==> config.mk <==
export PLATFORM = sky130hd
export DESIGN_NAME = cmac_pair
export DESIGN_NICKNAME = d
export VERILOG_FILES = /design/src/rtl/cmac_pkg.sv /design/src/rtl/cmac_conj.sv /design/src/rtl/cmac_lane.sv /design/src/rtl/cmac_pair.sv
export SDC_FILE = /design/constraint.sdc
export NUM_CORES = 2
export LEC_CHECK = 0
export CAP_MARGIN = 20
export CORE_MARGIN = 2
export CORE_UTILIZATION = 39
export CTS_CLUSTER_SIZE = 24
export DETAILED_ROUTE_END_ITERATION = 10
export PLACE_DENSITY = 0.67
export SLEW_MARGIN = 25
export SYNTH_ARGS = -nofsm -noshare
export SYNTH_HDL_FRONTEND = slang
export SYNTH_HIERARCHICAL = 1
export SYNTH_SLANG_ARGS = --single-unit
==> constraint.sdc <==
create_clock -name clk_i -period 11.41 [get_ports clk_i]
set_clock_uncertainty 0.2 [all_clocks]
set_input_delay 1.7115 -clock clk_i [delete_from_list [all_inputs] [get_ports clk_i]]
set_output_delay 1.7115 -clock clk_i [all_outputs]
set_load 0.02 [all_outputs]
==> src/rtl/cmac_pkg.sv <==
package cmac_pkg;
  localparam int unsigned OP_W  = 18;
  localparam int unsigned ACC_W = 58;
  localparam int unsigned N_LANE = 2;

  typedef enum logic {
    LANE_RE = 1'b0,
    LANE_IM = 1'b1
  } lane_e;

  function automatic lane_e lane_kind(input int unsigned idx);
    return (idx == 0) ? LANE_RE : LANE_IM;
  endfunction
endpackage

==> src/rtl/cmac_conj.sv <==
module cmac_conj #(
  parameter int unsigned OP_W = cmac_pkg::OP_W,
  localparam int unsigned WW  = OP_W + 1
) (
  input  logic                   clk_i,
  input  logic                   rst_ni,
  input  logic signed [OP_W-1:0] re_i,
  input  logic signed [OP_W-1:0] im_i,
  input  logic                   conj_i,
  output logic signed [WW-1:0]   re_o,
  output logic signed [WW-1:0]   im_o
);
  localparam logic signed [OP_W-1:0] MOST_NEG = {1'b1, {(OP_W-1){1'b0}}};

  logic signed [WW-1:0] re_w, im_w, im_sel;

  // widen first so that negating the most negative value cannot wrap
  assign re_w   = WW'(re_i);
  assign im_w   = WW'(im_i);
  assign im_sel = conj_i ? -im_w : im_w;

  always_ff @(posedge clk_i or negedge rst_ni) begin
    if (!rst_ni) begin
      re_o <= '0;
      im_o <= '0;
    end else begin
      re_o <= re_w;
      im_o <= im_sel;
    end
  end

  AST_CONJ_NO_WRAP: assert property (@(posedge clk_i) disable iff (!rst_ni)
    (conj_i && im_i == MOST_NEG) |=> (im_o > 0 && im_o[OP_W-1]))
    else $error("conjugated most negative value wrapped");

  AST_CONJ_SIGN: assert property (@(posedge clk_i) disable iff (!rst_ni)
    (conj_i && im_i != '0) |=> (im_o[WW-1] != $past(im_i[OP_W-1])))
    else $error("conjugation did not flip sign");
endmodule

==> src/rtl/cmac_lane.sv <==
module cmac_lane
  import cmac_pkg::*;
#(
  parameter int unsigned WW    = cmac_pkg::OP_W + 1,
  parameter int unsigned ACC_W = cmac_pkg::ACC_W,
  parameter lane_e       KIND  = LANE_RE,
  localparam int unsigned MUL_W = 2 * WW,
  localparam int unsigned SUM_W = MUL_W + 1
) (
  input  logic                    clk_i,
  input  logic                    rst_ni,
  input  logic signed [WW-1:0]    a_re_i,
  input  logic signed [WW-1:0]    a_im_i,
  input  logic signed [WW-1:0]    b_re_i,
  input  logic signed [WW-1:0]    b_im_i,
  input  logic                    acc_i,
  output logic signed [ACC_W-1:0] acc_o
);
  logic signed [MUL_W-1:0] mul_x, mul_y;
  logic signed [SUM_W-1:0] sum_w, sum_q;
  logic                    acc_q;
  logic signed [ACC_W-1:0] acc_nxt;

  generate
    if (KIND == LANE_RE) begin : g_re
      assign mul_x = a_re_i * b_re_i;
      assign mul_y = a_im_i * b_im_i;
      assign sum_w = SUM_W'(mul_x) - SUM_W'(mul_y);
    end else begin : g_im
      assign mul_x = a_re_i * b_im_i;
      assign mul_y = a_im_i * b_re_i;
      assign sum_w = SUM_W'(mul_x) + SUM_W'(mul_y);
    end
  endgenerate

  always_ff @(posedge clk_i or negedge rst_ni) begin
    if (!rst_ni) begin
      sum_q <= '0;
      acc_q <= 1'b0;
    end else begin
      sum_q <= sum_w;
      acc_q <= acc_i;
    end
  end

  assign acc_nxt = acc_q ? (acc_o + ACC_W'(sum_q)) : ACC_W'(sum_q);

  always_ff @(posedge clk_i or negedge rst_ni) begin
    if (!rst_ni) acc_o <= '0;
    else         acc_o <= acc_nxt;
  end

  AST_LOAD_SEXT: assert property (@(posedge clk_i) disable iff (!rst_ni)
    !acc_q |=> (acc_o[ACC_W-1:SUM_W-1] == {(ACC_W-SUM_W+1){$past(sum_q[SUM_W-1])}}))
    else $error("loaded value not sign-extended");
endmodule

==> src/rtl/cmac_pair.sv <==
module cmac_pair
  import cmac_pkg::*;
#(
  parameter int unsigned OP_W  = cmac_pkg::OP_W,
  parameter int unsigned ACC_W = cmac_pkg::ACC_W
) (
  input  logic                    clk_i,
  input  logic                    rst_ni,
  input  logic signed [OP_W-1:0]  a_re_i,
  input  logic signed [OP_W-1:0]  a_im_i,
  input  logic signed [OP_W-1:0]  b_re_i,
  input  logic signed [OP_W-1:0]  b_im_i,
  input  logic                    conj_a_i,
  input  logic                    conj_b_i,
  input  logic                    acc_i,
  output logic signed [ACC_W-1:0] re_o,
  output logic signed [ACC_W-1:0] im_o
);
  localparam int unsigned WW = OP_W + 1;

  logic signed [WW-1:0]    ar_s, ai_s, br_s, bi_s;
  logic                    acc_s;
  logic signed [ACC_W-1:0] lane_acc [N_LANE];

  cmac_conj #(.OP_W(OP_W)) u_conj_a (
    .clk_i, .rst_ni, .re_i(a_re_i), .im_i(a_im_i), .conj_i(conj_a_i),
    .re_o(ar_s), .im_o(ai_s)
  );

  cmac_conj #(.OP_W(OP_W)) u_conj_b (
    .clk_i, .rst_ni, .re_i(b_re_i), .im_i(b_im_i), .conj_i(conj_b_i),
    .re_o(br_s), .im_o(bi_s)
  );

  // control rides alongside its operands
  always_ff @(posedge clk_i or negedge rst_ni) begin
    if (!rst_ni) acc_s <= 1'b0;
    else         acc_s <= acc_i;
  end

  for (genvar g = 0; g < N_LANE; g++) begin : g_lane
    cmac_lane #(.WW(WW), .ACC_W(ACC_W), .KIND(lane_kind(g))) u_lane (
      .clk_i, .rst_ni,
      .a_re_i(ar_s), .a_im_i(ai_s), .b_re_i(br_s), .b_im_i(bi_s),
      .acc_i(acc_s), .acc_o(lane_acc[g])
    );
  end

  assign re_o = lane_acc[0];
  assign im_o = lane_acc[1];

  // ---------------- checks ----------------
  logic [1:0] warm_q;
  always_ff @(posedge clk_i or negedge rst_ni) begin
    if (!rst_ni)            warm_q <= '0;
    else if (warm_q != 2'd3) warm_q <= warm_q + 2'd1;
  end

  function automatic logic signed [ACC_W-1:0] ref_part(
    input logic signed [OP_W-1:0] ar, ai, br, bi,
    input logic ca, cb, imag);
    logic signed [ACC_W-1:0] xr, xi, yr, yi;
    xr = ACC_W'(ar); yr = ACC_W'(br);
    xi = ca ? -ACC_W'(ai) : ACC_W'(ai);
    yi = cb ? -ACC_W'(bi) : ACC_W'(bi);
    return imag ? (xr * yi + xi * yr) : (xr * yr - xi * yi);
  endfunction

  AST_LOAD_RE: assert property (@(posedge clk_i) disable iff (!rst_ni)
    (warm_q == 2'd3 && !$past(acc_i, 3)) |->
      re_o == ref_part($past(a_re_i,3), $past(a_im_i,3), $past(b_re_i,3), $past(b_im_i,3),
                       $past(conj_a_i,3), $past(conj_b_i,3), 1'b0))
    else $error("real load mismatch");

  AST_LOAD_IM: assert property (@(posedge clk_i) disable iff (!rst_ni)
    (warm_q == 2'd3 && !$past(acc_i, 3)) |->
      im_o == ref_part($past(a_re_i,3), $past(a_im_i,3), $past(b_re_i,3), $past(b_im_i,3),
                       $past(conj_a_i,3), $past(conj_b_i,3), 1'b1))
    else $error("imag load mismatch");

  AST_ACC_STEP: assert property (@(posedge clk_i) disable iff (!rst_ni)
    (warm_q == 2'd3 && $past(acc_i, 3)) |->
      (re_o - $past(re_o)) == ref_part($past(a_re_i,3), $past(a_im_i,3), $past(b_re_i,3),
                                       $past(b_im_i,3), $past(conj_a_i,3), $past(conj_b_i,3), 1'b0))
    else $error("accumulate step mismatch");

  AST_RESET_ZERO: assert property (@(posedge clk_i)
    !rst_ni |-> (re_o == '0 && im_o == '0))
    else $error("outputs not cleared in reset");
endmodule

==> flow_summary.yaml <==
worst_setup_path:
  critPathRequiredTime_ps: 11700
  endpoint: "g_lane[1].u_lane/sum_q[37]$_DFF_PN0_"
  cp.arrival_ps: 9650
  cp-startpoint: "u_conj_a/im_o[18]$_DFF_PN0_"
  reg2reg_slack_ps: 2050
  critical_path_class: "reg2reg"
  critPathLaunchType: "register"
  rr_worst_depth: 26
  timing.rr.end: "g_lane[1].u_lane/sum_q[37]$_DFF_PN0_"
  end_kind: "register"
  timing.rr.start: "u_conj_a/im_o[18]$_DFF_PN0_"
  crit_fanout: 21
sta:
  hold_viol_final: 0
  min_period_over_period: 0.820
  min_period_ps: 9360
  relSlewSlack: 0.281
  rsz0062_at_grt: "false"
  fmax_mhz: 107
  setup_viol: 0
  setup-tns-final_ps: 0
  slew_viol_final: 0
  fin_ws_ps: 2050
  worstMarginPinSlew_ps: 1080
detailed_routing:
  totalWireLength_um: 195000
  drc: 0
  first_pass_iters: 6
  vias: 51100
  wl_per_cell_um: 19.6
  vias_per_cell: 5.14
  antenna_left: 0
  drt_iter0_drc: 3338
floorplanning:
  die_y_um: 432
  die_area_mm2: 0.187
  die_w_um: 432
  rows: 157
  start_util: 0.391
  pin_count: 193
  core_mm2: 0.183
layout:
  final_cell_mix: "inv_1, fa_1, nand2_1"
  layout_commonest_cell: "inv_1"
  drive_gt1_frac: 0.0389
  fin_nets: 9744
  syn_to_final_growth_pct: 7.82
  instances_no_fill: 9942
clocking:
  cts_buffers: 38
  cts_resized: 0
  path_clk_slew_ps: 70
  htreeDepth: 2
  tritoncts: "done"
  cts_hold_buffers: 0
  cts_setup_buffers: 0
  clock_latency_ps: 640
  cts_max_path_buffers: 3
  clock_sinks: 271
  cts.root.buffer_cell: "clkbuf_16"
global_route:
  grt_overflow_total: 0
  grt_pass1_vias: 56900
  grt_max_degree: 68
  grt_pass1_wl_um: 317000
  antenna_found_initial: 10
  track_usage: 0.217
placement:
  dp_hpwl_um: 154000
  io_buffers: 192
  pre_cts_ws_ps: 2180
  gp_congestion: 0.931
  placed_cells: 9868
run_status:
  status: "finished clean"
synth:
  syn-num-nets: 9746
  synth_area_per_cell_um2: 9.50
  netlist_area_mm2: 0.0715
  ys_ff_latch: 271
  async_flop_share: 1.00
  ys_warn_count: 6
  synth-edff-count: 0
  synth_cells: 7525
  synth.distinct_cells: 109
  ys_seq_area_frac: 0.0948
  synthFlopType: "dfrtp_1"
flow_run:
  max-cap-violations: 0
min_path:
  hold_path.class: "reg2reg"
## kinds of logic after synthesis
kind of cell / Yosys count / synth area share
compound gates: 678 / 0.0634
xor+xnor: 240 / 0.0294
fa+ha+maj: 2144 / 0.549
buf+inv: 2157 / 0.115
flops: 271 / 0.0948
mux: 65 / 0.0102
simple gates: 1970 / 0.138
## final cells by class
class | count | area (um^2)
fill | 17700 | 106000
timing repair buffer | 279 | 2580
multi-input combinational | 5097 | 56500
clock buffer | 47 | 1050
antenna | 7 | 17.5
clock inverter | 20 | 288
inverter | 1836 | 6890
sequential | 271 | 6800
tap | 2385 | 2980
## flip-flops by register name (all words and copies together), names as in the netlist
register             flops
g_lane.u_lane/acc_o    116
g_lane.u_lane/sum_q     78
u_conj_a/im_o           19
u_conj_b/im_o           19
u_conj_a/re_o           18
u_conj_b/re_o           18
g_lane.u_lane/acc_q      2
acc_s                    1
## synth_stat cells, drive strengths merged, types with 9 or more instances
cell type / count / area (um^2)
xnor2: 181 / 1590
xor2: 59 / 517
clkbuf: 286 / 1140
a211oi: 20 / 160
a21oi: 216 / 1110
nand2b: 42 / 270
ha: 485 / 6070
or2: 11 / 68.8
and2: 630 / 3940
buf: 34 / 188
inv: 1836 / 6890
and3: 17 / 113
nand3b: 9 / 67.6
o2111ai: 9 / 78.8
nand3: 51 / 280
o211ai: 27 / 208
o31ai: 19 / 176
a31oi: 24 / 156
nor4: 17 / 170
o21ai: 120 / 604
o21bai: 19 / 143
dfrtp: 271 / 6780
o21a: 17 / 128
nor3: 24 / 148
mux2: 62 / 698
nor2: 138 / 521
a21o: 119 / 898
nand4: 38 / 238
nor2b: 58 / 370
nand2: 902 / 3390
fa: 1659 / 33200
## per-stage QoR
step	util	instance area, um^2	hold slack, ps
floorplan	-	71500	150
global route	0.422	77100	324
detailed placement	0.415	75700	299
global placement	0.415	75700	295
finish	0.422	77100	267
CTS	0.422	77100	312
## worst min path at each step
stage                                              from                                  end  slack, ps  cells after the start
floorplan                               acc_s$_DFF_PN0_     g_lane[0].u_lane/acc_q$_DFF_PN0_        150                      0
global placement    g_lane[0].u_lane/sum_q[8]$_DFF_PN0_  g_lane[0].u_lane/acc_o[8]$_DFF_PN0_        300                      1
detailed placement  g_lane[0].u_lane/sum_q[6]$_DFF_PN0_  g_lane[0].u_lane/acc_o[6]$_DFF_PN0_        300                      1
finish                                  acc_s$_DFF_PN0_     g_lane[1].u_lane/acc_q$_DFF_PN0_        270                      0
CTS                 g_lane[0].u_lane/sum_q[6]$_DFF_PN0_  g_lane[0].u_lane/acc_o[6]$_DFF_PN0_        310                      1
global route        g_lane[0].u_lane/sum_q[6]$_DFF_PN0_  g_lane[0].u_lane/acc_o[6]$_DFF_PN0_        320                      1
## per-layer routing
layer | GRT usage | vias to the layer above | part of all wire
met1 | 0.274 | 26700 | 0.40
met5 | 0 | - | 0.000067
met3 | 0.0314 | 379 | 0.065
met4 | 0.0915 | 2 | 0.048
li1 | - | 22300 | -
met2 | 0.370 | 1734 | 0.49
## critical path, stage by stage (launching register included)
cell and delay (ps):
dfrtp_1 710, buf_4 410, nand2_1 390, inv_1 700, fa_1 530, inv_1 80, fa_1 440, fa_1 550
inv_1 60, fa_1 480, fa_1 580, fa_1 430, fa_1 490, inv_1 50, fa_1 470, inv_1 40
ha_1 370, nand2_1 100, nor2_1 150, and4_1 330, nand3_1 110, nor4_1 600, o2111ai_1 280, a31oi_1 250
o21ai_0 140, a21oi_1 180, a31oi_1 60
Power is not shown: default switching activity piles up to over one toggle a cycle in this logic, so the estimate is an artifact.
